`config.mk`:
```
export PLATFORM = sky130hd
export DESIGN_NAME = perf_counter_bank
export DESIGN_NICKNAME = d
export VERILOG_FILES = /design/src/rtl/pcb_pkg.sv /design/src/rtl/pcb_counter.sv /design/src/rtl/pcb_evt_select.sv /design/src/rtl/pcb_read_port.sv /design/src/rtl/perf_counter_bank.sv
export SDC_FILE = /design/constraint.sdc
export NUM_CORES = 2
export LEC_CHECK = 0
export BUFFER_PORTS_ARGS = -buffer_cell sky130_fd_sc_hd__buf_4
export CAP_MARGIN = 5
export CORE_ASPECT_RATIO = 1.25
export CORE_UTILIZATION = 30
export CTS_CLUSTER_SIZE = 14
export DETAILED_ROUTE_END_ITERATION = 10
export PLACE_DENSITY = 0.49
export SETUP_SLACK_MARGIN = 0.1
export SYNTH_ARGS = -nofsm -noshare
export SYNTH_HDL_FRONTEND = slang
export SYNTH_SLANG_ARGS = --single-unit
```
`constraint.sdc`:
```
create_clock -name clk -period 4.7 [get_ports clk]
set_input_delay 0.47 -clock clk [delete_from_list [all_inputs] [get_ports clk]]
set_output_delay 0.47 -clock clk [all_outputs]
set_load 0.005 [all_outputs]
```
`src/rtl/pcb_pkg.sv`:
```
package pcb_pkg;
  localparam int CNT_W  = 64;
  localparam int HALF_W = 32;
  localparam int IDX_W  = 5;
  localparam int NSLOT  = 1 << IDX_W;

  typedef enum logic [1:0] {
    K_CNT_LO = 2'd0,
    K_CNT_HI = 2'd1,
    K_SEL    = 2'd2,
    K_CTRL   = 2'd3
  } pcb_kind_e;

  localparam int IDX_CYCLE   = 0;
  localparam int IDX_TIME    = 1;
  localparam int IDX_INSTRET = 2;
  localparam int IDX_EVT0    = 3;

  localparam int CTRL_HALT = 0;
  localparam int CTRL_VIS  = 1;

  // bit that can never be halted (wall-clock time)
  localparam logic [HALF_W-1:0] HALT_FIXED_ZERO = HALF_W'(1) << IDX_TIME;
endpackage

```
`src/rtl/pcb_counter.sv`:
```
module pcb_counter
  import pcb_pkg::*;
(
  input  logic              clk,
  input  logic              rst,
  input  logic              inc_i,
  input  logic              halt_i,
  input  logic              wr_lo_i,
  input  logic              wr_hi_i,
  input  logic [HALF_W-1:0] wdata_i,
  output logic [CNT_W-1:0]  cnt_o
);
  logic [CNT_W-1:0] cnt_q;

  always_ff @(posedge clk) begin
    if (rst) begin
      cnt_q <= '0;
    end else if (wr_lo_i) begin
      cnt_q <= {cnt_q[CNT_W-1:HALF_W], wdata_i};
    end else if (wr_hi_i) begin
      cnt_q <= {wdata_i, cnt_q[HALF_W-1:0]};
    end else if (inc_i && !halt_i) begin
      cnt_q <= cnt_q + CNT_W'(1);
    end
  end

  assign cnt_o = cnt_q;

  assert_halt_hold_R5: assert property (@(posedge clk) disable iff (rst)
    (halt_i && !wr_lo_i && !wr_hi_i) |=> (cnt_o == $past(cnt_o)));

  assert_step_one_R2: assert property (@(posedge clk) disable iff (rst)
    (inc_i && !halt_i && !wr_lo_i && !wr_hi_i) |=> (cnt_o == $past(cnt_o) + CNT_W'(1)));

  assert_low_write_R6: assert property (@(posedge clk) disable iff (rst)
    wr_lo_i |=> (cnt_o[HALF_W-1:0] == $past(wdata_i)) &&
                (cnt_o[CNT_W-1:HALF_W] == $past(cnt_o[CNT_W-1:HALF_W])));

  assert_high_write_R6: assert property (@(posedge clk) disable iff (rst)
    wr_hi_i |=> (cnt_o[CNT_W-1:HALF_W] == $past(wdata_i)) &&
                (cnt_o[HALF_W-1:0] == $past(cnt_o[HALF_W-1:0])));
endmodule

```
`src/rtl/pcb_evt_select.sv`:
```
module pcb_evt_select #(
  parameter int SEL_W      = 8,
  parameter int NUM_EVENTS = 8
) (
  input  logic                  clk,
  input  logic                  rst,
  input  logic                  wr_i,
  input  logic [SEL_W-1:0]      wdata_i,
  input  logic [NUM_EVENTS-1:0] evt_i,
  output logic [SEL_W-1:0]      sel_o,
  output logic                  hit_o
);
  logic [SEL_W-1:0] sel_q;
  logic             hit;

  always_ff @(posedge clk) begin
    if (rst)       sel_q <= '0;
    else if (wr_i) sel_q <= wdata_i;
  end

  // value k picks line k-1; zero and out-of-range values pick nothing
  always_comb begin
    hit = 1'b0;
    for (int k = 0; k < NUM_EVENTS; k++) begin
      if (sel_q == SEL_W'(k + 1)) hit = evt_i[k];
    end
  end

  assign sel_o = sel_q;
  assign hit_o = hit;

  assert_sel_none_R4: assert property (@(posedge clk) disable iff (rst)
    (sel_o == '0) |-> !hit_o);

  assert_sel_range_R4: assert property (@(posedge clk) disable iff (rst)
    (sel_o > SEL_W'(NUM_EVENTS)) |-> !hit_o);
endmodule

```
`src/rtl/pcb_read_port.sv`:
```
module pcb_read_port
  import pcb_pkg::*;
#(
  parameter int SEL_W = 8
) (
  input  logic              clk,
  input  logic              rst,
  input  logic              re_i,
  input  logic              priv_low_i,
  input  pcb_kind_e         kind_i,
  input  logic [IDX_W-1:0]  idx_i,
  input  logic [CNT_W-1:0]  cnt_i [NSLOT],
  input  logic [SEL_W-1:0]  sel_i [NSLOT],
  input  logic [HALF_W-1:0] halt_i,
  input  logic [HALF_W-1:0] vis_i,
  output logic [HALF_W-1:0] rdata_o,
  output logic              rvalid_o,
  output logic              illegal_o
);
  logic [HALF_W-1:0] data;
  logic              legal;

  always_comb begin
    data  = '0;
    legal = !priv_low_i;
    unique case (kind_i)
      K_CNT_LO: begin
        data  = cnt_i[idx_i][HALF_W-1:0];
        legal = !priv_low_i || vis_i[idx_i];
      end
      K_CNT_HI: begin
        data  = cnt_i[idx_i][CNT_W-1:HALF_W];
        legal = !priv_low_i || vis_i[idx_i];
      end
      K_SEL: data = {{(HALF_W-SEL_W){1'b0}}, sel_i[idx_i]};
      K_CTRL: begin
        if (idx_i == IDX_W'(CTRL_HALT))     data = halt_i;
        else if (idx_i == IDX_W'(CTRL_VIS)) data = vis_i;
      end
      default: data = '0;
    endcase
  end

  always_ff @(posedge clk) begin
    if (rst) begin
      rdata_o   <= '0;
      rvalid_o  <= 1'b0;
      illegal_o <= 1'b0;
    end else begin
      rvalid_o  <= re_i;
      illegal_o <= re_i && !legal;
      rdata_o   <= (re_i && legal) ? data : '0;
    end
  end

  assert_machine_legal_R7: assert property (@(posedge clk) disable iff (rst)
    (re_i && !priv_low_i) |=> !illegal_o);

  assert_refused_zero_R7: assert property (@(posedge clk) disable iff (rst)
    (re_i && priv_low_i && (kind_i == K_CNT_LO || kind_i == K_CNT_HI) && !vis_i[idx_i])
      |=> (illegal_o && rdata_o == '0));

  assert_rvalid_follow_R11: assert property (@(posedge clk) disable iff (rst)
    re_i |=> rvalid_o);

  assert_rvalid_idle_R11: assert property (@(posedge clk) disable iff (rst)
    !re_i |=> !rvalid_o);
endmodule

```
`src/rtl/perf_counter_bank.sv`:
```
module perf_counter_bank
  import pcb_pkg::*;
#(
  parameter int NUM_EVT    = 4,
  parameter int SEL_W      = 8,
  parameter int NUM_EVENTS = 8
) (
  input  logic                  clk,
  input  logic                  rst,
  input  logic                  csr_re,
  input  logic                  csr_we,
  input  logic                  csr_priv_low,
  input  logic [IDX_W+1:0]      csr_addr,
  input  logic [HALF_W-1:0]     csr_wdata,
  output logic [HALF_W-1:0]     csr_rdata,
  output logic                  csr_rvalid,
  output logic                  csr_illegal,
  input  logic                  retire_valid,
  input  logic                  retire_no_count,
  input  logic [NUM_EVENTS-1:0] evt_pulse,
  input  logic [CNT_W-1:0]      time_in
);
  localparam int EVT_END = IDX_EVT0 + NUM_EVT;

  pcb_kind_e         kind;
  logic [IDX_W-1:0]  idx;
  logic [HALF_W-1:0] halt_q, vis_q;
  logic [NSLOT-1:0]  wr_lo, wr_hi, wr_sel;
  logic [CNT_W-1:0]  cnt_all [NSLOT];
  logic [SEL_W-1:0]  sel_all [NSLOT];
  logic              instret_inc;

  assign kind = pcb_kind_e'(csr_addr[IDX_W+1:IDX_W]);
  assign idx  = csr_addr[IDX_W-1:0];

  // one-hot write strobes per index and class
  always_comb begin
    wr_lo  = '0;
    wr_hi  = '0;
    wr_sel = '0;
    if (csr_we) begin
      if (kind == K_CNT_LO) wr_lo[idx]  = 1'b1;
      if (kind == K_CNT_HI) wr_hi[idx]  = 1'b1;
      if (kind == K_SEL)    wr_sel[idx] = 1'b1;
    end
  end

  always_ff @(posedge clk) begin
    if (rst) begin
      halt_q <= '0;
      vis_q  <= '0;
    end else if (csr_we && kind == K_CTRL) begin
      if (idx == IDX_W'(CTRL_HALT)) halt_q <= csr_wdata & ~HALT_FIXED_ZERO;
      if (idx == IDX_W'(CTRL_VIS))  vis_q  <= csr_wdata;
    end
  end

  assign instret_inc = retire_valid && !retire_no_count;

  pcb_counter u_cycle (
    .clk(clk), .rst(rst), .inc_i(1'b1), .halt_i(halt_q[IDX_CYCLE]),
    .wr_lo_i(wr_lo[IDX_CYCLE]), .wr_hi_i(wr_hi[IDX_CYCLE]),
    .wdata_i(csr_wdata), .cnt_o(cnt_all[IDX_CYCLE])
  );

  assign cnt_all[IDX_TIME] = time_in;
  assign sel_all[IDX_CYCLE]   = '0;
  assign sel_all[IDX_TIME]    = '0;
  assign sel_all[IDX_INSTRET] = '0;

  pcb_counter u_instret (
    .clk(clk), .rst(rst), .inc_i(instret_inc), .halt_i(halt_q[IDX_INSTRET]),
    .wr_lo_i(wr_lo[IDX_INSTRET]), .wr_hi_i(wr_hi[IDX_INSTRET]),
    .wdata_i(csr_wdata), .cnt_o(cnt_all[IDX_INSTRET])
  );

  for (genvar i = IDX_EVT0; i < NSLOT; i++) begin : g_slot
    if (i < EVT_END) begin : g_evt
      logic hit;
      pcb_evt_select #(.SEL_W(SEL_W), .NUM_EVENTS(NUM_EVENTS)) u_sel (
        .clk(clk), .rst(rst), .wr_i(wr_sel[i]), .wdata_i(csr_wdata[SEL_W-1:0]),
        .evt_i(evt_pulse), .sel_o(sel_all[i]), .hit_o(hit)
      );
      pcb_counter u_cnt (
        .clk(clk), .rst(rst), .inc_i(hit), .halt_i(halt_q[i]),
        .wr_lo_i(wr_lo[i]), .wr_hi_i(wr_hi[i]),
        .wdata_i(csr_wdata), .cnt_o(cnt_all[i])
      );
    end else begin : g_absent
      assign cnt_all[i] = '0;
      assign sel_all[i] = '0;
    end
  end

  pcb_read_port #(.SEL_W(SEL_W)) u_read (
    .clk(clk), .rst(rst), .re_i(csr_re), .priv_low_i(csr_priv_low),
    .kind_i(kind), .idx_i(idx), .cnt_i(cnt_all), .sel_i(sel_all),
    .halt_i(halt_q), .vis_i(vis_q),
    .rdata_o(csr_rdata), .rvalid_o(csr_rvalid), .illegal_o(csr_illegal)
  );

  assert_time_unhaltable_R5: assert property (@(posedge clk) disable iff (rst)
    (csr_we && kind == K_CTRL && idx == IDX_W'(CTRL_HALT)) |=> !halt_q[IDX_TIME]);

  assert_mask_write_keeps_R9: assert property (@(posedge clk) disable iff (rst)
    (csr_we && kind == K_CTRL && !retire_valid && halt_q[IDX_INSTRET])
      |=> (cnt_all[IDX_INSTRET] == $past(cnt_all[IDX_INSTRET])));

  assert_no_count_skip_R3: assert property (@(posedge clk) disable iff (rst)
    (retire_valid && retire_no_count && !wr_lo[IDX_INSTRET] && !wr_hi[IDX_INSTRET])
      |=> (cnt_all[IDX_INSTRET] == $past(cnt_all[IDX_INSTRET])));
endmodule

```
Word-level counts from Yosys, hierarchy flattened
Cells that the tools add are included.
{"block": "word_totals", "out_inout_bits": 34, "register_bits": 513, "inputBits": 118}
{"block": "classes", "n_addsub": 6, "n_eq_ne": 44, "reduce_logical": 47, "n_bitwise": 8, "order_cmp": 3, "mux": 70}
{"operator": "$mux W64", "n": 14}
{"operator": "$add A64 B1 Y64 const B", "n": 6}
{"operator": "$bmux W64 S5", "n": 1}
{"operator": "$mux W32", "n": 8}
{"operator": "$eq A8 B3 Y1 const B", "n": 16}
{"operator": "$pmux W32 S4", "n": 1}
{"operator": "$eq A8 B2 Y1 const B", "n": 8}
{"operator": "$mux W7", "n": 6}
{"operator": "$bmux W8 S5", "n": 1}
{"operator": "$mux W1", "n": 35}
{"operator": "$eq A8 B1 Y1 const B", "n": 4}
{"operator": "$eq A8 B4 Y1 const B", "n": 4}
{"operator": "$reduce_and A2 Y1", "n": 14}
{"operator": "$reduce_bool A2 Y1", "n": 10}
{"operator": "$mux W8", "n": 2}
{"operator": "$ne A2 B2 Y1 const B", "n": 6}
{"operator": "$logic_and A1 B1 Y1", "n": 10}
{"operator": "$logic_not A1 Y1", "n": 8}
{"operator": "$not A1 Y1", "n": 7}
{"operator": "$ge A6 B6 Y1 const B", "n": 1}
{"operator": "$lt A5 B6 Y1 const B", "n": 1}
{"operator": "$not A5 Y6", "n": 1}
{"operator": "$bmux W1 S5", "n": 1}
{"operator": "$demux W1 S5", "n": 1}
{"operator": "9 further kinds", "n": 12}

Logic depth before layout (Yosys ltp)
{"block": "logic_depth", "ltp_word": 13, "ltp_mapped": 11, "ltp_nobuf": 7}

Hierarchy
Synthesis repeated with hierarchy kept, for this count alone.
{"block": "hier_totals", "cells_unflattened": 5679, "area_unflattened_um2": 50826.2}
{"module": "pcb_counter", "cells_each": 560, "seq_area_each_um2": 1281.2, "area_each_um2": 4230.3, "instances": 6}
{"module": "pcb_read_port", "cells_each": 1870, "seq_area_each_um2": 680.7, "area_each_um2": 21094.0, "instances": 1}
{"module": "perf_counter_bank", "cells_each": 277, "seq_area_each_um2": 1261.2, "area_each_um2": 2803.9, "instances": 1}
{"module": "pcb_evt_select", "cells_each": 43, "seq_area_each_um2": 160.2, "area_each_um2": 386.6, "instances": 4}

Least setup slack after synthesis
Ideal clock, no wire load.
{"block": "synth_timing", "path_type": "input to register", "startpoint": "input port csr_addr[3]", "endpoint": "register g_slot[6].g_evt.u_cnt.cnt_q[4]", "setup_ns": 0.132, "required_time_ns": 4.568, "n_path_buf": 3, "path_slack_ns": 1.930, "path_stages": 8, "arrival_ns": 2.638, "path_cell_list": "clkbuf_1 or3b_2 clkbuf_1 nor3_1 o21ai_0 clkbuf_1 a221oi_1 nor3_1"}
{"block": "synth_between", "elab_chain_cells": 8, "word_cells_on_any_way": 13, "classes_between": "2 x order compare; 1 x eq/ne; 7 x mux; 3 x reduce/logical"}
{"element": "start: declaration", "line_no": "perf_counter_bank.sv:13", "source": "input logic [IDX_W+1:0] csr_addr,"}
{"element": "$lt A5 B6 Y1 (not written as such) / $ge A5 B1 Y1 (equally long branches)", "line_no": "perf_counter_bank.sv:42, perf_counter_bank.sv:43"}
{"element": "$logic_and A1 B1 Y1 (not written as such)", "line_no": "perf_counter_bank.sv:42, perf_counter_bank.sv:43"}
{"element": "$mux W1 (not written as such)", "line_no": "perf_counter_bank.sv:42, perf_counter_bank.sv:43"}
{"element": "$demux W1 S5 (*)", "line_no": "perf_counter_bank.sv:42, perf_counter_bank.sv:43"}
{"element": "$mux W7, on equally long branches", "line_no": "perf_counter_bank.sv:42, perf_counter_bank.sv:43"}
{"element": "$mux W7", "line_no": "perf_counter_bank.sv:41", "source": "if (csr_we) begin"}
{"element": "$ne A2 B2 Y1 (no source line) / $reduce_bool A2 Y1 (equally long branches)"}
{"element": "$reduce_and A2 Y1 (no source line)"}
{"element": "end signal: assignment", "line_no": "pcb_counter.sv:19", "source": "cnt_q <= {cnt_q[CNT_W-1:HALF_W], wdata_i};"}
{"element": "end signal: assignment", "line_no": "pcb_counter.sv:21", "source": "cnt_q <= {wdata_i, cnt_q[HALF_W-1:0]};"}
{"element": "end signal: assignment", "line_no": "pcb_counter.sv:23", "source": "cnt_q <= cnt_q + CNT_W'(1);"}
{"element": "end: declaration", "line_no": "pcb_counter.sv:13", "source": "logic [CNT_W-1:0] cnt_q;"}
Mark *: on every way between the ends. The rest lies on a longest branch, timed or not.
A chain may end at the register's enable or synchronous reset.

Worst setup path after layout
{"block": "layout_timing", "startpoint": "register g_slot[3].g_evt.u_sel.sel_q[0]", "endpoint": "register g_slot[3].g_evt.u_cnt.cnt_q[32]"}
{"block": "layout_between", "elab_chain_cells": 12, "word_cells_on_any_way": 19, "classes_between": "8 x eq/ne; 8 x mux; 3 x reduce/logical"}
{"element": "start: declaration", "line_no": "pcb_evt_select.sv:13", "source": "logic [SEL_W-1:0] sel_q;"}
{"element": "start signal: assignment", "line_no": "pcb_evt_select.sv:18", "source": "else if (wr_i) sel_q <= wdata_i;"}
{"element": "$eq A8 B1 Y1", "line_no": "pcb_evt_select.sv:25", "source": "if (sel_q == SEL_W'(k + 1)) hit = evt_i[k];"}
{"element": "$mux W1 (7 in series)", "line_no": "pcb_evt_select.sv:25"}
{"element": "$mux W1 (*)", "line_no": "pcb_evt_select.sv:25"}
{"element": "$logic_and A1 B1 Y1 (*)", "line_no": "pcb_counter.sv:22", "source": "end else if (inc_i && !halt_i) begin"}
{"element": "$reduce_bool A2 Y1 (no source line) (*)"}
{"element": "$reduce_and A2 Y1 (no source line) (*)"}
{"element": "end signal: assignment", "line_no": "pcb_counter.sv:19"}
{"element": "end signal: assignment", "line_no": "pcb_counter.sv:21"}
{"element": "end signal: assignment", "line_no": "pcb_counter.sv:23"}
{"element": "end: declaration", "line_no": "pcb_counter.sv:13"}
Marks and branches as above.

==> impl_results.md <==
* Tcrit/Tclk final at 77.4%
* Drt first pass iters at 6
* RSZ-0062 raised after global routing: no
* Synth warn at 0
* CTS Buf Count at approximately 60
* # rows at between 100 and 150
* EDFF count, synth at 0
* Period minus WS final at between 3000 and 4000 ps
* Syn_nets at approximately 4500
* Peak VDD IR at between 300 and 400 µV
* Clock Tree Root: clkbuf_16
* Slew headroom at between 10% and 20%
* Avg Vias per Cell at roughly 6.6
* Residual DRC count at 0
* Ys flop type: dfxtp_1
* Nets at about 4500
* Fraction of layout cells with a size suffix above 1 at between 10 and 15%
* Post-Layout Cell Count at 5870
* Synthesis-stage register bit count at between 500 and 600
* Util after Layout at ~35%
* H-tree depth at 2
* Port bufs at approximately 150
* Clock Pin Slew Worst Setup and Hold Paths at approximately 60 ps
* Worst skew pair latency at about 720 ps
* CTS Sinks at 513
* Global route overflow at 0
* Core area at approximately 110000 µm²
* ANT nets after route at 0
* Cells after DPL at around 5800
* Pwr dens at between 200 and 300 nW/µm²
* Largest net degree at the start of global routing at ~130
* Cts hold-fix bufs at 1
* Worst slew pin tran at between 1000 and 1500 ps
* Post-synth cell types at 83
* First-pass GRT wire length at ~270000 µm
* Final setup vio count at 0
* Via Count at between 30000 and 40000
* Mapped cell area at 33900 µm²
* Die height at roughly 380 µm
* Post-CTS Setup Inserts at 0
* Post-Syn Area per Cell at ~7.7 µm²
* Post-synth top area cell: dfxtp_1
* Status: finished, final reports clean
* Arr. time, crit path at between 4000 and 5000 ps
* Synthesized instance count at between 4000 and 5000
* Peak fanout along the critical path at 9
* Number of global-route vias before repair at 35300
* FF/Latch Area at approximately 10000 µm²
* Most instantiated library cell after synthesis: nand2_1
* Lkg Pwr at 11.8 nW
* Worst Setup End Kind: flip-flop
* Num ports at 152
* Routed wire length at 191000 µm
* CTS tree: built
* Fillers at around 12000
* Share of the synthesized area in the top cell type at between 30% and 40%
* Synth top cells by count: 515 x nand2_1, 513 x dfxtp_1, 370 x nor2_1
* GP Congestion at 0.995
* Critical Path RT at around 5300 ps
* Area of the multi-input gates at around 22000 µm²
* Async S/R FF share, synth at 0%
* Antenna violations before repair at 12
* Die width at 303 µm
* Sequential area share after synthesis at a little under a third
* Post-route setup TNS at 0 ps
* Layout Skew at around 45 ps
* Type of the worst min-delay path: primary input to flip-flop
* Initial DRC Count at between 5000 and 6000
* Layout area overhead at 14.0%
* Clock Path Buffers at 3
* DIE AREA at approximately 110000 µm²
* Setup Crit Path Kind: flip-flop to flip-flop
* Cts repair resizes at 0
* Critical Path Source Type: flip-flop
* Avg WL per Cell at about 33 µm
* Synth area leaders: dfxtp_1 30%, mux4_2 6.0%, nand2_1 5.7%
* Total GRT Usage at 32.5%
* Starting Density at 30.3%
* Hpwl dp at between 100000 and 150000 µm
* Fin. Hold Viols at 0
* Max-slew violations at 0
* Max-cap viol count at 0
* Max Freq at 275 MHz
cells in the final DEF (no fill, tap or decap), types with 27 or more instances in the layout:
master	synthesis	final
dfxtp_1	513	513
mux4_2	90	90
a22oi_1	123	123
clkbuf_16	0	61
a31oi_1	106	106
or4_1	60	60
o22ai_1	51	51
a221oi_1	27	27
nand2_1	515	515
nor2_1	370	369
nand4_1	133	133
and4_1	51	51
nand3_1	207	207
a21oi_1	308	307
nor3_1	120	113
and2_1	32	32
and3_1	71	69
a211oi_1	76	76
o21ai_0	257	254
buf_4	0	283
inv_1	65	65
mux2i_1	145	145
a311oi_1	35	35
or3_1	58	57
o31ai_1	30	30
nor4_1	107	103
o211ai_1	43	43
area by class of cell:
cell class                      instances  area share [%]
Timing Repair Buffer                  292            5.88
Tap cell                             1459            4.73
Antenna cell                            3          0.0194
Clock inverter                         19           0.612
Sequential cell                       513            26.6
Inverter                               67           0.655
Clock buffer                           93            4.71
Multi-Input combinational cell       3424            56.8
worst max-delay path, stage by stage, from the launching register on:
cell and delay, ps:
dfxtp_1 370, or4b_2 710, a211oi_2 630, nand3_1 550, nor2_1 600, buf_4 260
a41oi_1 130, a221oi_1 300
path summary, 6_finish.rpt:
| kind | start | endpoint | slack (ps) | cells past startpoint |
|---|---|---|---|---|
| hold reg to reg | halt_q[22]$_SDFFE_PP0P_ | halt_q[22]$_SDFFE_PP0P_ | 460 | 2 |
| setup reg to reg | g_slot[3].g_evt.u_sel.sel_o[0]$_SDFFE_PP0P_ | g_slot[3].g_evt.u_cnt.cnt_o[32]$_SDFFE_PP0P_ | 1060 | 7 |
| setup / recovery | g_slot[3].g_evt.u_sel.sel_o[0]$_SDFFE_PP0P_ | g_slot[3].g_evt.u_cnt.cnt_o[32]$_SDFFE_PP0P_ | 1060 | 7 |
| hold / removal | csr_re | u_read.rvalid_o$_SDFF_PP0_ | 30 | 2 |
cell families (layout without fill, tap and decap cells):
kind of cell	Yosys count	in the layout	synth area share, %
AOI/OAI and AO/OA	1321	1321	25.9
muxes	243	243	10.5
buffers and inverters	460	471	5.20
xor gates and xnor gates	46	46	1.19
adders and majority gates	6	6	0.222
DFF	513	513	30.3
and+or+nand+nor	1808	1808	26.7
other	0	3	0
per-stage QoR:
stage	hold WS (ps)	worst slack [ps]	power, W	area, µm²
floorplan	436	1930	0.00495	33900
global placement	441	1070	0.00548	36500
detailed placement	450	1050	0.00547	36500
CTS	28.0	1240	0.0105	38600
global route	32.2	1010	0.0107	38600
finish	33.3	1060	0.0105	38600
registers in the layout, summed over array words and instances, names as in the netlist:
| signal | cells |
|---|---|
| g_slot.g_evt.u_cnt.cnt_o | 256 |
| g_slot.g_evt.u_sel.sel_o | 32 |
| vis_q | 32 |
| u_instret.cnt_o | 64 |
| u_read.rvalid_o | 1 |
| halt_q | 31 |
| u_cycle.cnt_o | 64 |
| u_read.illegal_o | 1 |
| u_read.rdata_o | 32 |
where the power goes:
| group | internal (W) | switching [W] | total (W) |
|---|---|---|---|
| logic | 0.000264 | 0.000717 | 0.000981 |
| registers | 0.00438 | 0.0000569 | 0.00444 |
| clock network | 0.00283 | 0.00223 | 0.00505 |
| total | 0.00747 | 0.00300 | 0.0105 |
metal layers:
metal,wire length [µm],GRT usage (%),up-vias
met2,84000,50.0,2384
met4,18300,26.2,4
met5,27,0,-
li1,-,-,16800
met3,17200,5.87,618
met1,71600,39.5,19100
(Power assumes the default switching activity.)
